--- src/rtl/cpt_pkg.sv ---
package cpt_pkg;

  // strobe from control to datapath for one stage
  typedef struct packed {
    logic load;
  } stageStrobe_t;

  function automatic int countRegs(input int n, input logic [63:0] mask);
    int c;
    c = 0;
    for (int i = 0; i < n; i++) c += int'(mask[i]);
    return c;
  endfunction

endpackage

--- src/rtl/cpt_station_table.sv ---
module cpt_station_table #(
  parameter int NUM_ST = 8,
  parameter int IDX_W  = $clog2(NUM_ST)
) (
  input  logic              clk,
  input  logic              rst,
  input  logic              issueFire,
  input  logic [IDX_W-1:0]  issueStation,
  input  logic [NUM_ST-1:0] cancelMask,
  input  logic              retireValid,
  input  logic [IDX_W-1:0]  retireStation,
  output logic [NUM_ST-1:0] busy,
  output logic [NUM_ST-1:0] gen
);

  for (genvar s = 0; s < NUM_ST; s++) begin : st
    logic setHit;
    logic clrHit;
    assign setHit = issueFire && (issueStation == IDX_W'(s));
    assign clrHit = retireValid && (retireStation == IDX_W'(s));

    always_ff @(posedge clk) begin
      if (rst) begin
        busy[s] <= 1'b0;
        gen[s]  <= 1'b0;
      end else begin
        busy[s] <= (busy[s] | setHit) & ~cancelMask[s] & ~clrHit;
        gen[s]  <= gen[s] ^ cancelMask[s];
      end
    end
  end

endmodule

--- src/rtl/cpt_slot_chain.sv ---
module cpt_slot_chain
  import cpt_pkg::*;
#(
  parameter int                    NUM_ST     = 8,
  parameter int                    IDX_W      = $clog2(NUM_ST),
  parameter int                    NUM_STAGES = 6,
  parameter logic [NUM_STAGES-1:0] REG_MASK   = '1
) (
  input  logic                           clk,
  input  logic                           rst,
  input  logic                           inValid,
  input  logic [IDX_W-1:0]               inStation,
  input  logic                           inGen,
  input  logic [NUM_ST-1:0]              cancelMask,
  input  logic [NUM_ST-1:0]              gen,
  output logic                           outValid,
  output logic [IDX_W-1:0]               outStation,
  output stageStrobe_t [NUM_STAGES-1:0]  strobe
);

  for (genvar i = 0; i < NUM_STAGES; i++) begin : stg
    logic             vIn, gIn, vLive;
    logic [IDX_W-1:0] sIn;
    logic             vQ, gQ;
    logic [IDX_W-1:0] sQ;

    if (i == 0) begin : head
      assign vIn = inValid;
      assign sIn = inStation;
      assign gIn = inGen;
    end else begin : link
      assign vIn = stg[i-1].vQ;
      assign sIn = stg[i-1].sQ;
      assign gIn = stg[i-1].gQ;
    end

    // a slot owned by a cancelled station is emptied where it sits
    assign vLive = vIn & ~cancelMask[sIn];

    if (REG_MASK[i]) begin : flop
      always_ff @(posedge clk) begin
        if (rst) begin
          vQ <= 1'b0;
          sQ <= '0;
          gQ <= 1'b0;
        end else begin
          vQ <= vLive;
          sQ <= sIn;
          gQ <= gIn;
        end
      end
      assign strobe[i].load = vLive;
    end else begin : thru
      assign vQ = vLive;
      assign sQ = sIn;
      assign gQ = gIn;
      assign strobe[i].load = 1'b0;
    end
  end

  logic             lastV, lastG;
  logic [IDX_W-1:0] lastS;
  assign lastV = stg[NUM_STAGES-1].vQ;
  assign lastS = stg[NUM_STAGES-1].sQ;
  assign lastG = stg[NUM_STAGES-1].gQ;

  assign outValid   = lastV & ~cancelMask[lastS] & (lastG == gen[lastS]);
  assign outStation = lastS;

endmodule

--- src/rtl/cpt_data_chain.sv ---
module cpt_data_chain
  import cpt_pkg::*;
#(
  parameter int                    DATA_W     = 16,
  parameter int                    NUM_STAGES = 6,
  parameter logic [NUM_STAGES-1:0] REG_MASK   = '1
) (
  input  logic                          clk,
  input  logic [DATA_W-1:0]             inData,
  input  stageStrobe_t [NUM_STAGES-1:0] strobe,
  output logic [DATA_W-1:0]             outData
);

  for (genvar i = 0; i < NUM_STAGES; i++) begin : stg
    logic [DATA_W-1:0] d;
    logic [DATA_W-1:0] step;
    logic [DATA_W-1:0] q;

    if (i == 0) begin : head
      assign d = inData;
    end else begin : link
      assign d = stg[i-1].q;
    end

    // stand-in for one compute step: delay-matched pass-through
    assign step = d;

    if (REG_MASK[i]) begin : flop
      always_ff @(posedge clk) begin
        if (strobe[i].load) q <= step;
      end
    end else begin : thru
      logic unusedLoad;
      assign unusedLoad = strobe[i].load;
      assign q = step;
    end
  end

  assign outData = stg[NUM_STAGES-1].q;

endmodule

--- src/rtl/cancel_pipe_tracker.sv ---
module cancel_pipe_tracker
  import cpt_pkg::*;
#(
  parameter int                    NUM_ST     = 8,
  parameter int                    IDX_W      = $clog2(NUM_ST),
  parameter int                    DATA_W     = 16,
  parameter int                    NUM_STAGES = 6,
  parameter logic [NUM_STAGES-1:0] REG_MASK   = 6'b101010
) (
  input  logic              clk,
  input  logic              rst,
  input  logic              issueValid,
  input  logic [IDX_W-1:0]  issueStation,
  input  logic [DATA_W-1:0] issueData,
  output logic              issueReady,
  input  logic [NUM_ST-1:0] cancelMask,
  output logic              resValid,
  output logic [IDX_W-1:0]  resStation,
  output logic [DATA_W-1:0] resData
);

  localparam int LAT = countRegs(NUM_STAGES, 64'(REG_MASK));

  logic [NUM_ST-1:0]             stationBusy;
  logic [NUM_ST-1:0]             stationGen;
  logic                          issueFire;
  stageStrobe_t [NUM_STAGES-1:0] strobe;

  assign issueReady = ~stationBusy[issueStation];
  assign issueFire  = issueValid & issueReady;

  cpt_station_table #(.NUM_ST(NUM_ST), .IDX_W(IDX_W)) tableI (
    .clk(clk), .rst(rst),
    .issueFire(issueFire), .issueStation(issueStation),
    .cancelMask(cancelMask),
    .retireValid(resValid), .retireStation(resStation),
    .busy(stationBusy), .gen(stationGen)
  );

  cpt_slot_chain #(
    .NUM_ST(NUM_ST), .IDX_W(IDX_W),
    .NUM_STAGES(NUM_STAGES), .REG_MASK(REG_MASK)
  ) ctlI (
    .clk(clk), .rst(rst),
    .inValid(issueFire), .inStation(issueStation),
    .inGen(stationGen[issueStation]),
    .cancelMask(cancelMask), .gen(stationGen),
    .outValid(resValid), .outStation(resStation),
    .strobe(strobe)
  );

  cpt_data_chain #(
    .DATA_W(DATA_W), .NUM_STAGES(NUM_STAGES), .REG_MASK(REG_MASK)
  ) dpI (
    .clk(clk), .inData(issueData), .strobe(strobe), .outData(resData)
  );

  logic unusedLat;
  assign unusedLat = (LAT >= 0);

endmodule

--- config.mk ---
export PLATFORM = sky130hd
export DESIGN_NAME = cancel_pipe_tracker
export DESIGN_NICKNAME = d
export VERILOG_FILES = /design/src/rtl/cpt_pkg.sv /design/src/rtl/cpt_station_table.sv /design/src/rtl/cpt_slot_chain.sv /design/src/rtl/cpt_data_chain.sv /design/src/rtl/cancel_pipe_tracker.sv
export SDC_FILE = /design/constraint.sdc
export NUM_CORES = 1
export LEC_CHECK = 0
export ABC_CLOCK_PERIOD_IN_PS = 7000
export BUFFER_PORTS_ARGS = -buffer_cell sky130_fd_sc_hd__clkbuf_2
export CELL_PAD_IN_SITES_DETAIL_PLACEMENT = 1
export CELL_PAD_IN_SITES_GLOBAL_PLACEMENT = 2
export CORE_MARGIN = 5
export CORE_UTILIZATION = 42
export CTS_CLUSTER_SIZE = 14
export DETAILED_ROUTE_END_ITERATION = 8
export GPL_TIMING_DRIVEN = 0
export PLACE_DENSITY = 0.79
export SKIP_LAST_GASP = 1
export SLEW_MARGIN = 20
export SYNTH_ARGS = -nofsm -noshare
export SYNTH_HDL_FRONTEND = slang
export SYNTH_SLANG_ARGS = --single-unit
--- constraint.sdc ---
create_clock -name clk -period 7 [get_ports clk]
set_clock_uncertainty 0.15 [all_clocks]
set_input_delay 0.35 -clock clk [delete_from_list [all_inputs] [get_ports clk]]
set_output_delay 0.35 -clock clk [all_outputs]
set_load 0.02 [all_outputs]
==> flow_summary.ini, run 1 <==
[sta]
final-setup-viol-count = 0
finalHoldViolations = 0
worst_hold_slack_ps = 27.51
min_period_ps = 2573
period_share_pct = 36.76
finalSetupTns_ps = 0
slew_violations = 0
grt_setup_unrepaired = false
slew_headroom_pct = 42.93
fmax_mhz = 388.6
worstMarginPinSlew_ps = 852.2
setup_slack_ps = 4427

[critical_path]
worstPathRequired_ps = 6500
cp-end-kind = output port
worstSetupStartpointType = flop
r2r_start = ctlI.stg[1].sQ[0]
cp.arrival_ps = 2070
path_class = flop to output port
worst-path-max-fanout = 8
path_cells = clkbuf_1 > mux4_1 > mux2i_1 > and3_1 > clkbuf_2
r2r_cells = 3
slowest_delay_ps = 620
crit_start = ctlI.outStation[0]
slowest_stage = mux4_1

[finish]
mostFrequentLayoutCell = clkbuf_2
final_nets = 275
final_cell_mix = clkbuf_2, edfxtp_1, dfxtp_1, nor2_1, nor2b_1
fin_util_pct = 52.15
stdcell_count = 346
fin_area_mm2 = 0.003582
drive_above_1_share_pct = 33.60
area_growth_syn_to_layout_pct = 19.59
insertedDiodeCount = 0

[power]
power.total_mw = 0.9651
p_leak_nw = 1.289
pwr_density_cell_mw_per_mm2 = 269.4
ir_drop_mv = 0.1889

[synth]
ys_ff_latch = 79
yosys_warnings = 0
syn_inst = 185
synth_cell_types = 27
syn_area_mm2 = 0.002995
syn-num-nets = 215
synth.yosys.seq_area_share_pct = 68.84
syn_avg_cell_area_um2 = 16.19

[cts]
path_clk_slew_ps = 90
clk_path_buf_depth = 2
ctsHoldBuffers = 0
cts_tree = built
cts_num_sinks = 79
cts-resized-gates = 0
post_cts_buffers = 0
insertion_delay_ps = 340
cts_root_buf = clkbuf_8
cts_buffers = 9
cts-htree-levels = 3

[global_routing]
top_usage_layer = met2
grt_max_degree = 18
grt_pass1_wl_um = 10670
antenna_found_initial = 0
gr-usage-all-layers_pct = 16.21
grt_use_met3_pct = 3.108
globalRouteMet1Util_pct = 20.80
grt.met2_usage_pct = 27.36
grt_pass1_vias = 1928
overflow = 0

[die]
rows = 30
ioPinCount = 51
start_util_pct = 43.61
die_y_um = 94.45
die_x_um = 94.45
die_area_mm2 = 0.008921
core_mm2 = 0.006869

[worst_hold_path]
min_from = issueData[7]
holdPathStages = 1
hp-class = input pin to flop

[route]
ant_nets = 0
post-route-drc-count = 0
vias = 1769
viasPerCell = 5.113
drt-initial-drc-count = 85
drt-total-wl_um = 6778
dr.pass1.iters = 4
wire_per_inst_um = 19.59

[place]
port_buffers = 49
place_inst = 330
dpl-instance-area_mm2 = 0.003363
dp_slack_ps = 4366
dp_hpwl_um = 4618
gp_congestion = 0.7687

[flow_run]
maxCapViolCount = 0

[status]
outcome = complete, no violations
-- logic make-up (layout without fill, tap and decap cells) --
logic type | count (synthesis) | in the layout | share of synthesized area (%)
multiplexers | 22 | 22 | 13.03
buffers and inverters | 11 | 76 | 2.005
AND/OR/NAND/NOR | 47 | 47 | 8.814
XOR/XNOR | 13 | 13 | 3.801
AO/OA/AOI/OAI | 13 | 13 | 3.509
flip-flops | 79 | 79 | 68.84
-- final timing paths --
path | to | slack [ps]
setup / recovery | resValid | 4430
hold / removal | dpI.stg[1].q[7] | 30
setup reg to reg | dpI.stg[3].q[8] | 4640
hold reg to reg | dpI.outData[3] | 270
-- cells in the mapped netlist, drive strengths merged --
master	instances	area [um2]
a2111oi	4	47.55
a21oi	3	15.01
a31oi	4	25.02
a41oi	2	17.52
and2	3	18.77
and2b	1	7.510
and3	2	12.51
buf	5	37.53
clkbuf	5	18.77
dfxtp	31	620.6
edfxtp	48	1441
inv	1	3.750
mux2i	9	90.09
mux4	13	300.3
nand2	1	3.750
nand2b	2	12.51
nor2	13	48.80
nor2b	14	87.58
nor3	3	15.01
nor3b	2	20.02
nor4	6	37.54
xnor2	11	96.34
xor2	2	17.52
-- routing by layer --
layer	share of wire, %	routed length [um]
met3	4.3	290
met4	1.5	99
met5	0	0
met2	52	3497
met1	43	2891
-- area by class of cell --
class,instances,area [um2]
plain buffers,10,56.30
clock buffers,10,127.6
clock inverters,6,91.34
fillers,701,3287
inverters,1,3.754
multi-input cells,95,875.8
flip-flops and latches,79,2062
well taps,96,120.1
repair buffers,49,245.2
-- power breakdown --
| group | internal [mW] | switching (mW) |
|---|---|---|
| sequential | 0.511 | 0.00964 |
| clock | 0.204 | 0.170 |
| combinational | 0.0328 | 0.0381 |
-- flip-flops by register name, indices dropped and copies added (netlist names) --
signal,flops
tableI.busy,8
dpI.outData,16
ctlI.stg.sQ,6
ctlI.outStation,3
ctlI.stg.gQ,2
ctlI.lastV,1
ctlI.lastG,1
dpI.stg.q,32
ctlI.stg.vQ,2
tableI.gen,8
-- worst max-delay path: cells and delay by family, from the launching register on --
family | cells | cell delay, ps
mux | 2 | 750
flops | 1 | 340
buf+inv | 2 | 490
simple gates | 1 | 160
No activity file was read; power rests on OpenSTA's default activity.
==> run 2: changes to the inputs <==
--- a/config.mk
+++ b/config.mk
@@ -5,16 +5,16 @@
 export SDC_FILE = /design/constraint.sdc
 export NUM_CORES = 1
 export LEC_CHECK = 0
-export ABC_CLOCK_PERIOD_IN_PS = 7000
+export ABC_CLOCK_PERIOD_IN_PS = 2500
 export BUFFER_PORTS_ARGS = -buffer_cell sky130_fd_sc_hd__clkbuf_2
 export CELL_PAD_IN_SITES_DETAIL_PLACEMENT = 1
 export CELL_PAD_IN_SITES_GLOBAL_PLACEMENT = 2
 export CORE_MARGIN = 5
-export CORE_UTILIZATION = 42
+export CORE_UTILIZATION = 39
 export CTS_CLUSTER_SIZE = 14
 export DETAILED_ROUTE_END_ITERATION = 8
 export GPL_TIMING_DRIVEN = 0
-export PLACE_DENSITY = 0.79
+export PLACE_DENSITY = 0.74
 export SKIP_LAST_GASP = 1
 export SLEW_MARGIN = 20
 export SYNTH_ARGS = -nofsm -noshare
==> constraint.sdc (replaced) <==
create_clock -name clk -period 2.5 [get_ports clk]
set_clock_uncertainty 0.15 [all_clocks]
set_input_delay 0.125 -clock clk [delete_from_list [all_inputs] [get_ports clk]]
set_output_delay 0.125 -clock clk [all_outputs]
set_load 0.02 [all_outputs]
==> flow_summary.ini, run 2 (synthesized netlist as in run 1, its figures left out) <==
[status]
outcome = complete, no violations

[place]
gp_congestion = 0.7869
dp_hpwl_um = 4510
port_buffers = 49
dp_slack_ps = 183.6
dpl-instance-area_mm2 = 0.003371

[global_routing]
grt_pass1_wl_um = 10700
overflow = 0
grt_max_degree = 18
grt_pass1_vias = 2060
antenna_found_initial = 0
gr-usage-all-layers_pct = 14.57

[die]
start_util_pct = 39.38
ioPinCount = 51
core_mm2 = 0.007607
rows = 32
die_y_um = 97.64
die_x_um = 97.64
die_area_mm2 = 0.009534

[cts]
post_cts_buffers = 0
cts_tree = built
insertion_delay_ps = 340
cts_root_buf = clkbuf_8
cts-htree-levels = 3
path_clk_slew_ps = 90
clk_path_buf_depth = 2
cts_num_sinks = 79
cts_buffers = 9

[sta]
slew_headroom_pct = 48.29
setup_slack_ps = 202.9
fmax_mhz = 435.3
finalSetupTns_ps = 0
final-setup-viol-count = 0
min_period_ps = 2297
period_share_pct = 91.88
grt_setup_unrepaired = false
slew_violations = 0
finalHoldViolations = 0
worstMarginPinSlew_ps = 775.7

[critical_path]
path_class = flop to output port
slowest_stage = mux4_2
path_cells = clkbuf_1 > mux4_2 > xor2_1 > and3_1 > clkbuf_2
worst-path-max-fanout = 7
critPathTopFamily = multiplexers
cp.arrival_ps = 2020
worstSetupStartpointType = flop
cp.buffers_inverters = 2
slowest_delay_ps = 560
worstPathRequired_ps = 2230
cp-end-kind = output port

[route]
dr.pass1.iters = 4
wire_per_inst_um = 17.16
drt-initial-drc-count = 38
ant_nets = 0
viasPerCell = 4.857
post-route-drc-count = 0
vias = 1831
drt-total-wl_um = 6468

[worst_hold_path]
hp-class = input pin to flop

[power]
p_seq_share_pct = 57.2
pwr-share-comb_pct = 8.9
pwr_density_cell_mw_per_mm2 = 667.8
clkPwrFrac_pct = 33.9
p_leak_nw = 1.384
p_sw_mw = 0.6232
p_int_mw = 1.922
power.total_mw = 2.545
ir_drop_mv = 0.2283
switching_share_pct = 24.49

[flow_run]
maxCapViolCount = 0

[finish]
final_nets = 300
fin_area_mm2 = 0.003811
fin_util_pct = 50.10
insertedDiodeCount = 0
mostFrequentLayoutCell = clkbuf_2
final_cell_mix = clkbuf_2, edfxtp_1, dfxtp_1, dlygate4sd3_1
top_register = dpI.stg.q
area_growth_syn_to_layout_pct = 27.23
drive_above_1_share_pct = 30.91
largest_reg_flops = 32
## run 2: cell type report
type,count,area (um2)
buffer,9,52.55
clock buffer,9,123.9
clock inverter,7,55.05
fill,785,3796
inverter,1,3.754
multi-input combinational,95,880.8
sequential,79,2062
tap,102,127.6
timing repair buffer,75,505.5
## run 2: routing by layer
layer / part of all wire, % / up-vias / GRT usage [%]
met2: 50 / 40 / 23.67
met3: 3.9 / 6 / 4.235
li1: - / 871 / -
met4: 1.3 / 0 / 5.538
met1: 45 / 914 / 18.41
met5: 0 / - / 0
## run 2: through the flow
step                      cells  hold slack, ps
final                       377           28.09
after global routing        377           18.46
after CTS                   378           2.843
after detailed placement    336           154.7
after global placement      336           152.8
after floorplan             185           51.00
## run 2: final timing paths
| check | cells after the start | end | slack, ps | startpoint |
|---|---|---|---|---|
| setup / recovery | 5 | resValid | 200 | ctlI.outStation[2] |
| hold / removal | 3 | ctlI.stg[1].sQ[0] | 30 | issueStation[0] |
| setup reg to reg | 3 | dpI.stg[3].q[8] | 290 | ctlI.stg[1].sQ[0] |
| hold reg to reg | 0 | dpI.outData[6] | 270 | dpI.stg[3].q[6] |
## run 2: repair_timing
item	4_1_cts	5_1_grt
resized for setup	0	1
endpoints found under the setup margin	0	17
endpoints found under the hold margin	30	0
hold buffers	26	0
## run 2: worst register-to-register path, cell delays in order (launching register included)
cell and delay (ps):
dfxtp_1 390, mux4_2 520, mux2i_1 130, and2_1 650
## run 2: power by group through the flow
stage	combinational (mW)	sequential [mW]	clock (mW)
6_report	0.226	1.46	0.862
5_1_grt	0.247	1.46	0.960
4_1_cts	0.229	1.46	0.894
3_5_place_dp	0.197	1.49	0
3_3_place_gp	0.193	1.48	0
2_1_floorplan	0.123	1.48	0
==> run 3: changes to the inputs <==
--- a/config.mk
+++ b/config.mk
@@ -14,6 +14,7 @@
 export CTS_CLUSTER_SIZE = 14
 export DETAILED_ROUTE_END_ITERATION = 8
 export GPL_TIMING_DRIVEN = 0
+export MAX_ROUTING_LAYER = met4
 export PLACE_DENSITY = 0.74
 export SKIP_LAST_GASP = 1
 export SLEW_MARGIN = 20
==> flow_summary.ini, run 3 (synthesized netlist as in run 1, its figures left out) <==
[status]
outcome = complete, no violations

[worst_hold_path]
holdPathStages = 3
hp-class = input pin to flop

[route]
wire_per_inst_um = 17.16
post-route-drc-count = 0
vias = 1836
ant_nets = 0
viasPerCell = 4.870
drt-initial-drc-count = 44
dr.pass1.iters = 4
drt-total-wl_um = 6469

[die]
rows = 32
die_x_um = 97.64
start_util_pct = 39.38
core_mm2 = 0.007607
ioPinCount = 51
die_y_um = 97.64
die_area_mm2 = 0.009534

[critical_path]
cp.buffers_inverters = 2
worstPathRequired_ps = 2230
r2r_cells = 3
slowest_delay_ps = 560
path_cells = clkbuf_1 > mux4_2 > xor2_1 > and3_1 > clkbuf_2
cp.depth = 5
slowest_stage = mux4_2
worstSetupStartpointType = flop
cp.arrival_ps = 2020
cp-end-kind = output port
path_class = flop to output port
critPathTopFamily = multiplexers
worst-path-max-fanout = 7

[place]
port_buffers = 49
place_inst = 336
gp_congestion = 0.7979
dp_hpwl_um = 4510

[sta]
finalSetupTns_ps = 0
final-setup-viol-count = 0
fmax_mhz = 435.6
worstMarginPinSlew_ps = 772.5
finalHoldViolations = 0
slew_headroom_pct = 48.50
grt_setup_unrepaired = false
period_share_pct = 91.83
worst_hold_slack_ps = 24.75
min_period_ps = 2296
slew_violations = 0

[power]
power.total_mw = 2.544
pwr_density_cell_mw_per_mm2 = 667.4
ir_drop_mv = 0.2284
p_leak_nw = 1.384

[global_routing]
grt_pass1_wl_um = 10690
grt_pass1_vias = 2062
antenna_found_initial = 0
overflow = 0
gr-usage-all-layers_pct = 14.98
grt_max_degree = 18

[finish]
insertedDiodeCount = 0
final_nets = 300
drive_above_1_share_pct = 30.91
largest_reg_flops = 32
area_growth_syn_to_layout_pct = 27.23
fill_cells = 785
final_cell_mix = clkbuf_2, edfxtp_1, dfxtp_1, dlygate4sd3_1
mostFrequentLayoutCell = clkbuf_2
stdcell_count = 377
top_register = dpI.stg.q

[cts]
cts-htree-levels = 3
cts_num_sinks = 79
cts_buffers = 9
cts_tree = built
clk_path_buf_depth = 2
path_clk_slew_ps = 90
cts_root_buf = clkbuf_8
insertion_delay_ps = 340

[flow_run]
maxCapViolCount = 0
[run 3: cell counts in the layout (fill, tap and decap cells not counted)]
No cell type changed its count.
[run 3: stage by stage]
stage                     instance area, um2  util (%)  worst slack [ps]
after floorplan                         2995         -             179.3
after global placement                  3368     44.28            -188.1
after detailed placement                3371     44.31             183.6
after CTS                               3810     50.08             65.21
after global routing                    3811     50.10             34.72
final                                   3811     50.10             204.3
[run 3: where the power goes]
part | total [mW] | switching (mW) | internal (mW) | leakage (nW)
registers | 1.46 | 0.0259 | 1.43 | 0.693
logic | 0.227 | 0.108 | 0.118 | 0.599
clock network | 0.860 | 0.487 | 0.373 | 0.0919
total | 2.54 | 0.622 | 1.92 | 1.38
[run 3: final timing paths]
check / start / to / slack (ps)
max: ctlI.outStation[2] / resValid / 200
min: issueStation[0] / ctlI.stg[1].sQ[0] / 20
max reg2reg: ctlI.stg[1].sQ[0] / dpI.stg[3].q[8] / 290
min reg2reg: dpI.stg[1].q[3] / dpI.stg[3].q[3] / 270
[run 3: metal layers]
| metal | wire, um | global-route usage [%] | up-vias |
|---|---|---|---|
| met5 | 0 | - | - |
| met4 | 103 | 5.538 | 0 |
| met3 | 249 | 4.164 | 8 |
| met2 | 3178 | 23.88 | 42 |
| met1 | 2938 | 18.27 | 916 |
| li1 | - | - | 870 |
[run 3: repair_timing]
| action | in CTS | in global routing |
|---|---|---|
| resized for setup | 0 | 1 |
| endpoints found under the hold margin | 30 | 0 |
| buffers inserted | 0 | 0 |
| endpoints found under the setup margin | 0 | 17 |
| hold buffers | 26 | 0 |
[run 3: cell type report]
class                      count  area (um2)  share of cell area (%)
multi-input combinational     95       880.8                   23.11
sequential                    79        2062                   54.10
clock buffer                   9       123.9                   3.250
buffer                         9       52.55                   1.379
inverter                       1       3.754                 0.09849
tap                          102       127.6                   3.349
clock inverter                 7       55.05                   1.445
timing repair buffer          75       505.5                   13.26
[run 3: worst reg2reg max path, cell delays in order (launching register included)]
cell	delay, ps
dfxtp_1	400
mux4_2	520
mux2i_1	130
and2_1	650
